## src/rtl/ivt_pkg.sv

```systemverilog
package ivt_pkg;
   localparam int FULL_W   = 22;
   localparam int DATA_W   = 8;
   localparam int ADDR_W   = 3;
   localparam int SLICE_W  = 6;
   localparam int N_SLICED = 3;

   typedef enum logic [ADDR_W-1:0] {
      REG_CNT0 = 3'd0,
      REG_CNT1 = 3'd1,
      REG_CNT2 = 3'd2,
      REG_CNT3 = 3'd3,
      REG_CTRL = 3'd4
   } ivt_reg_e;

   typedef struct packed {
      logic irq_en;
      logic cnt_en;
   } ivt_ctrl_t;

   // six count bits spread over a byte: low five at 4:0, sixth at 6
   function automatic logic [DATA_W-1:0] pack_slice(input logic [SLICE_W-1:0] s);
      return {1'b0, s[5], 1'b0, s[4:0]};
   endfunction
endpackage

```

## src/rtl/ivt_tick_gen.sv

```systemverilog
module ivt_tick_gen #(
   parameter int DIV_FAST = 2
) (
   input  logic clk_i,
   input  logic rst_i,
   input  logic fast_i,
   output logic tick_o
);
   localparam int PH_W = (DIV_FAST > 1) ? $clog2(DIV_FAST) : 1;

   logic [PH_W-1:0] phase_q;

   generate
      if (DIV_FAST < 2) begin : g_nodiv
         assign tick_o = 1'b1;
         always_ff @(posedge clk_i) phase_q <= '0;
      end else begin : g_div
         localparam logic [PH_W-1:0] LAST = PH_W'(DIV_FAST - 1);
         always_ff @(posedge clk_i) begin
            if (rst_i || !fast_i)    phase_q <= '0;
            else if (phase_q == LAST) phase_q <= '0;
            else                      phase_q <= phase_q + 1'b1;
         end
         assign tick_o = fast_i ? (phase_q == LAST) : 1'b1;
      end
   endgenerate
endmodule

```

## src/rtl/ivt_counter.sv

```systemverilog
module ivt_counter #(
   parameter int CNT_W = 22
) (
   input  logic             clk_i,
   input  logic             rst_i,
   input  logic             tick_i,
   input  logic             run_i,
   input  logic             clr_i,
   input  logic [CNT_W-1:0] reload_i,
   output logic [CNT_W-1:0] count_o,
   output logic             wrap_o
);
   localparam int EXT_W = CNT_W + 1;

   logic [CNT_W-1:0] count_q;
   logic [EXT_W-1:0] next_ext;
   logic             adv;

   assign adv      = tick_i && run_i;
   assign next_ext = {1'b0, count_q} + EXT_W'(1);
   assign wrap_o   = adv && (next_ext >= {1'b0, reload_i});

   always_ff @(posedge clk_i) begin
      if (rst_i || clr_i) count_q <= '0;
      else if (adv) begin
         if (wrap_o) count_q <= '0;
         else        count_q <= next_ext[CNT_W-1:0];
      end
   end

   assign count_o = count_q;
endmodule

```

## src/rtl/ivt_readback.sv

```systemverilog
module ivt_readback
   import ivt_pkg::*;
#(
   parameter int CNT_W = 22
) (
   input  logic              clk_i,
   input  logic              rst_i,
   input  logic              rd_i,
   input  logic [ADDR_W-1:0] addr_i,
   input  logic [CNT_W-1:0]  count_i,
   input  ivt_ctrl_t         ctrl_i,
   output logic [DATA_W-1:0] rdata_o
);
   localparam int TOP_W = FULL_W - N_SLICED * SLICE_W;

   logic [FULL_W-1:0] live_ext;
   logic [FULL_W-1:0] snap_q;
   logic [DATA_W-1:0] snap_byte [N_SLICED+1];
   logic [DATA_W-1:0] live_b0;
   logic [DATA_W-1:0] rdata_q;

   generate
      if (CNT_W < FULL_W) begin : g_pad
         assign live_ext = {{(FULL_W-CNT_W){1'b0}}, count_i};
      end else begin : g_full
         assign live_ext = count_i;
      end

      for (genvar k = 0; k < N_SLICED; k++) begin : g_slice
         assign snap_byte[k] = pack_slice(snap_q[k*SLICE_W +: SLICE_W]);
      end
   endgenerate

   assign snap_byte[N_SLICED] = {{(DATA_W-TOP_W){1'b0}}, snap_q[FULL_W-1 -: TOP_W]};
   assign live_b0             = pack_slice(live_ext[SLICE_W-1:0]);

   always_ff @(posedge clk_i) begin
      if (rst_i) begin
         snap_q  <= '0;
         rdata_q <= '0;
      end else if (rd_i) begin
         case (addr_i)
            REG_CNT0: begin
               snap_q  <= live_ext;
               rdata_q <= live_b0;
            end
            REG_CNT1: rdata_q <= snap_byte[1];
            REG_CNT2: rdata_q <= snap_byte[2];
            REG_CNT3: rdata_q <= snap_byte[3];
            REG_CTRL: rdata_q <= {{(DATA_W-2){1'b0}}, ctrl_i};
            default:  rdata_q <= '0;
         endcase
      end
   end

   assign rdata_o = rdata_q;
endmodule

```

## src/rtl/interval_timer.sv

```systemverilog
module interval_timer
   import ivt_pkg::*;
#(
   parameter int CNT_W    = 22,
   parameter int DIV_FAST = 2
) (
   input  logic       clk_i,
   input  logic       rst_i,
   input  logic       fast_clk_i,
   input  logic [2:0] addr_i,
   input  logic       wr_i,
   input  logic       rd_i,
   input  logic [7:0] wdata_i,
   output logic [7:0] rdata_o,
   output logic       irq_o
);
   generate
      if (CNT_W < 8 || CNT_W > FULL_W) begin : g_bad_width
         $error("interval_timer: CNT_W must be in 8..22");
      end
      if (DIV_FAST < 1) begin : g_bad_div
         $error("interval_timer: DIV_FAST must be at least 1");
      end
   endgenerate

   logic [CNT_W-1:0]  reload_q;
   logic [FULL_W-1:0] reload_ext;
   logic [FULL_W-1:0] reload_new;
   logic [CNT_W-1:0]  count_q;
   ivt_ctrl_t         ctrl_q;
   ivt_ctrl_t         ctrl_d;
   logic              pend_q;
   logic              tick;
   logic              wrap;
   logic              reload_wr;
   logic              ctrl_wr;
   logic              cnt_en_q;
   logic              irq_en_q;

   assign ctrl_wr   = wr_i && (addr_i == REG_CTRL);
   assign reload_wr = wr_i && (addr_i <= REG_CNT2);
   assign cnt_en_q  = ctrl_q.cnt_en;
   assign irq_en_q  = ctrl_q.irq_en;

   always_comb begin
      ctrl_d = ctrl_q;
      if (ctrl_wr) begin
         ctrl_d.cnt_en = wdata_i[0];
         ctrl_d.irq_en = wdata_i[1];
      end
   end

   generate
      if (CNT_W < FULL_W) begin : g_rl_pad
         assign reload_ext = {{(FULL_W-CNT_W){1'b0}}, reload_q};
      end else begin : g_rl_full
         assign reload_ext = reload_q;
      end
   endgenerate

   always_comb begin
      reload_new = reload_ext;
      if (wr_i) begin
         case (addr_i)
            REG_CNT0: reload_new[7:0]   = wdata_i;
            REG_CNT1: reload_new[15:8]  = wdata_i;
            REG_CNT2: reload_new[21:16] = wdata_i[5:0];
            default:  reload_new        = reload_ext;
         endcase
      end
   end

   always_ff @(posedge clk_i) begin
      if (rst_i) begin
         reload_q <= '0;
         ctrl_q   <= '0;
         pend_q   <= 1'b0;
      end else begin
         reload_q <= reload_new[CNT_W-1:0];
         ctrl_q   <= ctrl_d;
         pend_q   <= ctrl_d.irq_en ? (pend_q | wrap) : 1'b0;
      end
   end

   ivt_tick_gen #(.DIV_FAST(DIV_FAST)) u_tick (
      .clk_i  (clk_i),
      .rst_i  (rst_i),
      .fast_i (fast_clk_i),
      .tick_o (tick)
   );

   ivt_counter #(.CNT_W(CNT_W)) u_cnt (
      .clk_i    (clk_i),
      .rst_i    (rst_i),
      .tick_i   (tick),
      .run_i    (cnt_en_q),
      .clr_i    (reload_wr && !cnt_en_q),
      .reload_i (reload_q),
      .count_o  (count_q),
      .wrap_o   (wrap)
   );

   ivt_readback #(.CNT_W(CNT_W)) u_rb (
      .clk_i   (clk_i),
      .rst_i   (rst_i),
      .rd_i    (rd_i),
      .addr_i  (addr_i),
      .count_i (count_q),
      .ctrl_i  (ctrl_q),
      .rdata_o (rdata_o)
   );

   assign irq_o = pend_q;
endmodule

```

## config.mk

```make
export PLATFORM = sky130hd
export DESIGN_NAME = interval_timer
export DESIGN_NICKNAME = d
export VERILOG_FILES = /design/src/rtl/ivt_pkg.sv /design/src/rtl/ivt_tick_gen.sv /design/src/rtl/ivt_counter.sv /design/src/rtl/ivt_readback.sv /design/src/rtl/interval_timer.sv
export SDC_FILE = /design/constraint.sdc
export NUM_CORES = 1
export LEC_CHECK = 0
export BUFFER_PORTS_ARGS = -buffer_cell sky130_fd_sc_hd__buf_2
export CORE_MARGIN = 3
export CORE_UTILIZATION = 65
export CTS_CLUSTER_DIAMETER = 120
export CTS_CLUSTER_SIZE = 24
export DETAILED_ROUTE_END_ITERATION = 16
export PLACE_DENSITY = 0.85
export SETUP_SLACK_MARGIN = 0.3
export SLEW_MARGIN = 40
export SYNTH_ARGS = -nofsm -noshare
export SYNTH_HDL_FRONTEND = slang
export SYNTH_SLANG_ARGS = --single-unit
```

## constraint.sdc

```tcl
create_clock -name clk_i -period 4.7 [get_ports clk_i]
set_clock_uncertainty 0.15 [all_clocks]
set_input_delay 0.94 -clock clk_i [delete_from_list [all_inputs] [get_ports clk_i]]
set_output_delay 0.94 -clock clk_i [all_outputs]
set_load 0.02 [all_outputs]
```

==> results of run 1 <==
==> layer usage <==
layer	wire, µm	vias up	GRT usage (%)
li1	-	1749	-
met1	4220	1714	38.0
met2	4690	193	46.7
met3	829	26	5.26
met4	264	0	12.2
met5	0	-	0
==> cells by family after synthesis <==
family,share of synthesized area (%)
other,0.0973
flip-flops,36.4
XOR/XNOR,3.86
AND/OR/NAND/NOR,27.6
adder cells (fa/ha/maj),7.47
multiplexers,2.79
buffers and inverters,5.88
AO/OA/AOI/OAI,15.9
==> area by class of cell <==
| class | count | area, µm² |
|---|---|---|
| clock inverters | 4 | 76.3 |
| well taps | 72 | 90.1 |
| fillers | 409 | 1420 |
| flip-flops and latches | 70 | 1400 |
| multi-input cells | 379 | 2240 |
| inverters | 22 | 82.6 |
| repair buffers | 25 | 135 |
| clock buffers | 12 | 165 |
==> registers in the layout, summed over array words and instances, names as in the netlist <==
name,flops
irq_o,1
irq_en_q,1
u_rb.rdata_o,6
u_cnt.count_o,22
reload_ext,22
u_tick.phase_q,1
cnt_en_q,1
u_rb.snap_q,16
==> power by group <==
| part | internal [mW] | total, mW | switching, mW | leakage, nW |
|---|---|---|---|---|
| Sequential | 0.598 | 0.601 | 0.00279 | 0.565 |
| Clock | 0.344 | 0.574 | 0.230 | 0.119 |
| Combinational | 0.0320 | 0.106 | 0.0736 | 0.888 |
==> critical path, cell delays in order (launching register included) <==
cell and delay (ns):
dfxtp_1 0.47, ha_1 0.32, nand3_1 0.21, nor4_4 0.41, nand3_1 0.20, or2_2 0.33, nand2_1 0.10, ha_1 0.25
a21oi_1 0.20, o21a_1 0.19, o211ai_1 0.12, o21ai_2 0.44, buf_4 0.28, nand4_1 0.15, a21oi_1 0.20
==> layout by cell type (no fill, tap or decap), drive strengths merged, types with 2 or more instances in the layout <==
master  count
mux2        2
o211ai      8
nor2b      10
a32o        2
conb        2
nand3b      2
ha         23
and3        7
mux4        2
or2         2
a31oi       5
o21a        4
dfxtp      70
nand2     107
nand4      21
a21o        2
and4        2
and2        5
buf        25
o21ai       9
bufinv      2
nor3        7
o221ai      2
clkbuf     12
nor4        3
nor3b       2
xnor2      11
nand3      20
nor2       33
mux2i       4
o22ai       3
a22oi       4
inv        23
nand2b      2
xor2        6
a21oi      63
==> per-stage QoR <==
| step | instances | total power [mW] | instance area, µm² | setup slack, ns | hold WS (ns) |
|---|---|---|---|---|---|
| after floorplan | 500 | 0.685 | 3860 | 1.52 | 0.283 |
| after global placement | 568 | 0.713 | 3940 | 0.765 | 0.290 |
| after detailed placement | 568 | 0.716 | 3940 | 0.659 | 0.297 |
| after CTS | 584 | 1.28 | 4180 | 0.604 | 0.306 |
| after global routing | 584 | 1.31 | 4190 | 0.467 | 0.331 |
| final | 584 | 1.28 | 4190 | 0.610 | 0.305 |
==> worst paths after layout <==
check / endpoint / cells after the start / startpoint
min: u_rb.snap_q[9]$_SDFFE_PP0P_ / 2 / u_rb.snap_q[9]$_SDFFE_PP0P_
min reg2reg: u_rb.snap_q[9]$_SDFFE_PP0P_ / 2 / u_rb.snap_q[9]$_SDFFE_PP0P_
max reg2reg: u_cnt.count_o[5]$_SDFFE_PP0P_ / 14 / u_cnt.count_o[0]$_SDFFE_PP0P_
max: u_cnt.count_o[5]$_SDFFE_PP0P_ / 14 / u_cnt.count_o[0]$_SDFFE_PP0P_
==> qor.yml, run 1 <==
status: "finished clean"
drtPass1Iterations: 5
cts_tree: "done"
drt_iter0_drc: 425
worstSetupPathType: "flop to flop"
synth_edf_count: 0
grt_pass1_vias: 3451
cp_data_arrival_time_ns: 4.20
dieWidth_um: 83.0
grt_max_degree: 50
avgSynthCellArea_um2: 7.72
track_usage_pct: 29.0
syn_inst: 499
syn_to_final_growth_pct: 8.77
synth_cell_types: 48
rsz0062_at_grt: "no"
critPathRequiredTime_ns: 4.81
cts-buffers-inserted: 9
dp_hpwl_mm: 7.15
nets: 546
post_cts_resized: 0
clkLatencyLatePin_ns: 0.35
hp-class: "flop to flop"
cts_root_buffer: "clkbuf_8"
startpoint_type: "flop"
ir_worst_vdd_mv: 0.264
htree_levels: 3
overflow: 0
clkTransAtPathRegs_ns: 0.07
leakage_nw: 1.57
cts.path.max_buffers: 2
drc: 0
wl_mm: 10.0
yosysMostFrequentCell: "nand2_1"
tightest_slew_ns: 0.638
yosysTopAreaCell: "dfxtp_1"
die_height_um: 83.0
core_area_mm2: 0.00561
hold_viol: 0
fin_util_pct: 74.7
synthArstFlopShare_pct: 0
start_util_pct: 68.7
die_area_mm2: 0.00689
ys_ff_latch: 70
r2r_slack_ns: 0.61
synth_ff_type: "dfxtp_1"
setup-violations-final: 0
cts_hold_buf: 0
via_per_inst: 6.30
maxCapViolations: 0
synth_top_cell_area_share_pct: 36.4
critPathMaxFanout: 11
slew_viol_final: 0
vias: 3682
rows: 27
post-route-period-util_pct: 87.0
io_pins: 25
wl_per_cell_um: 17.1
place_congestion: 0.987
fmax_mhz: 245
postCtsSetupRepairBufs: 0
yosysWarnings: 0
grt_first_pass_wirelength_mm: 16.3
drive_gt1_share_pct: 10.7
antenna_found_initial: 0
min_period_ns: 4.09
portBuffers: 22
synth_common_cells: "107 x nand2_1, 70 x dfxtp_1, 63 x a21oi_1, 33 x nor2_1, 23 x ha_1"
ant_nets: 0
numClockSinks: 70
tns_ns: 0
antenna_cells: 0
synth-seq-area-share_pct: 36.4
endpoint_kind: "flop"
synth_area_mm2: 0.00385
slew_headroom_pct: 57.3
yosys-top-cells-area: "dfxtp_1 36%, nand2_1 10%, a21oi_1 8.2%"
powerDensity_mw_per_mm2: 306
Power figures use the tool's default switching activity.
==> run 2, diff against run 1 <==
Settings changed: CORE_ASPECT_RATIO set to 0.9, CORE_MARGIN 3 to 8, CTS_BUF_LIST set to sky130_fd_sc_hd__clkbuf_2 sky130_fd_sc_hd__clkbuf_4 sky130_fd_sc_hd__clkbuf_8.
==> run 2 against run 1 <==
  * Sequential power is essentially flat
  * Highest routed layer unchanged
  * Die area grew 26%
  * Utilization shrank 2.0 points
  * Critical path type unchanged
  * Wire length grew 1.2%
  * Largest cell class unchanged
  * Flip-flop and latch count is the same
  * Maximum frequency grew 1.6%
  * Global-route usage shrank 5.2 points
==> qor.yml, run 2 (synthesis results as in run 1) <==
slew_viol_final: 0
drc: 0
post-route-period-util_pct: 85.6
hold_start: "reload_ext[12]$_SDFFE_PP0P_"
slowest_delay_ns: 0.49
numClockSinks: 70
die_area_mm2: 0.00865
endpoint: "u_cnt.count_o[1]$_SDFFE_PP0P_"
crit_slowest_cell: "o21ai_2"
hp-class: "flop to flop"
min_period_ns: 4.02
place_ws_ns: 0.836
portBuffers: 22
worst_path_dominant_cell_family: "simple AND/OR/NAND/NOR gates"
grt_first_pass_wirelength_mm: 16.7
r2r_start: "u_cnt.count_o[0]$_SDFFE_PP0P_"
critPathRequiredTime_ns: 4.82
worstSetupPathType: "flop to flop"
dp_hpwl_mm: 7.40
setup_ws_ns: 0.675
dp_cells: 566
slew_headroom_pct: 53.0
final_cell_area_mm2: 0.00414
r2r_slack_ns: 0.68
tns_ns: 0
clkTransAtPathRegs_ns: 0.07
wl_per_cell_um: 17.4
seq_area_mm2: 0.00140
multi_input_area_mm2: 0.00224
critPathMaxFanout: 15
htree_levels: 3
dieWidth_um: 97.2
via_per_inst: 6.24
leakage_nw: 1.55
cts-buffers-inserted: 9
cts_hold_buf: 0
postCtsSetupRepairBufs: 0
status: "finished clean"
antenna_found_initial: 0
clkLatencyLatePin_ns: 0.35
drive_gt1_share_pct: 10.6
start_util_pct: 67.7
r2r_cells: 14
nets: 546
crit_chain: "ha_1, nand3_1, nor4_4, nand3_1, or2_2, nand2_1, ha_1, a21oi_1, o21a_1, o211ai_1, o21ai_2, buf_4, nand4_1, a21oi_1"
cts_root_buffer: "clkbuf_8"
rsz0062_at_grt: "no"
wl_mm: 10.1
ant_nets: 0
powerDensity_mw_per_mm2: 287
vias: 3625
antenna_cells: 0
drt_iter0_drc: 353
io_pins: 25
fmax_mhz: 248
r2r-end: "u_cnt.count_o[1]$_SDFFE_PP0P_"
die_height_um: 89.0
place_congestion: 0.924
cp_data_arrival_time_ns: 4.14
setup-violations-final: 0
layout_commonest_cell: "nand2_1"
hold_viol: 0
overflow: 0
rows: 26
core_area_mm2: 0.00569
startpoint: "u_cnt.count_o[0]$_SDFFE_PP0P_"
total_power_mw: 1.19
post_cts_resized: 0
grt_pass1_vias: 3459
cts_tree: "done"
crit_cells: 14
instances_no_fill: 581
endpoint_kind: "flop"
drtPass1Iterations: 6
startpoint_type: "flop"
ir_worst_vdd_mv: 0.296
cts.path.max_buffers: 2
grt_max_degree: 50
mostFrequentLayoutCells: "107 x nand2_1, 70 x dfxtp_1, 63 x a21oi_1"
placed_cell_area_mm2: 0.00394
syn_to_final_growth_pct: 7.44
path_buf_inv: 1
maxCapViolations: 0
fill_cells: 441
tightest_slew_ns: 0.703
track_usage_pct: 23.8
==> run 2: changes by cell type in the layout (fill, tap and decap cells not counted), sizes merged <==
cell    previous run  this run
bufinv             2         1
clkbuf            12        11
clkinv             0         2
inv               23        22
==> run 2: how the worst min path moves through the flow <==
stage	slack, ns	depth (start not counted)	to
2_1_floorplan	0.28	2	u_rb.snap_q[18]$_SDFFE_PP0P_
3_3_place_gp	0.29	2	u_rb.snap_q[18]$_SDFFE_PP0P_
3_5_place_dp	0.30	2	reload_ext[1]$_SDFFE_PP0P_
4_1_cts	0.31	2	reload_ext[1]$_SDFFE_PP0P_
5_1_grt	0.33	2	reload_ext[1]$_SDFFE_PP0P_
6_report	0.31	2	reload_ext[12]$_SDFFE_PP0P_
==> run 2: final cells by class <==
type	instances	share of cell area (%)
Inverter	22	2.00
Sequential cell	70	33.9
Clock inverter	4	1.15
Multi-Input combinational cell	379	54.1
Clock buffer	11	3.51
Tap cell	70	2.12
Timing Repair Buffer	25	3.26
==> run 2: where the power goes <==
part / total [mW] / leakage (nW) / internal, mW / switching [mW]
Combinational: 0.104 / 0.890 / 0.0294 / 0.0750
Sequential: 0.601 / 0.565 / 0.599 / 0.00270
Clock: 0.483 / 0.0986 / 0.261 / 0.223
==> run 2: worst register-to-register path: cells and delay by family, from the launching register on <==
kind,cells,cell delay [ns]
simple gates,6,1.36
fa+ha+maj,2,0.53
buf+inv,1,0.33
compound gates,5,1.15
flops,1,0.43
==> run 2: routing by layer <==
metal,part of all wire [%],vias up,global-route usage [%]
met5,0,-,0
met4,2.9,0,10.6
met3,6.4,36,5.56
met2,46,149,39.3
met1,45,1695,29.3
li1,-,1745,-
==> run 2: per-stage QoR <==
stage	hold slack [ns]	utilization [%]
final	0.310	72.7
after global routing	0.327	72.7
after detailed placement	0.299	69.2
after CTS	0.309	72.6
after global placement	0.291	69.1
after floorplan	0.283	-
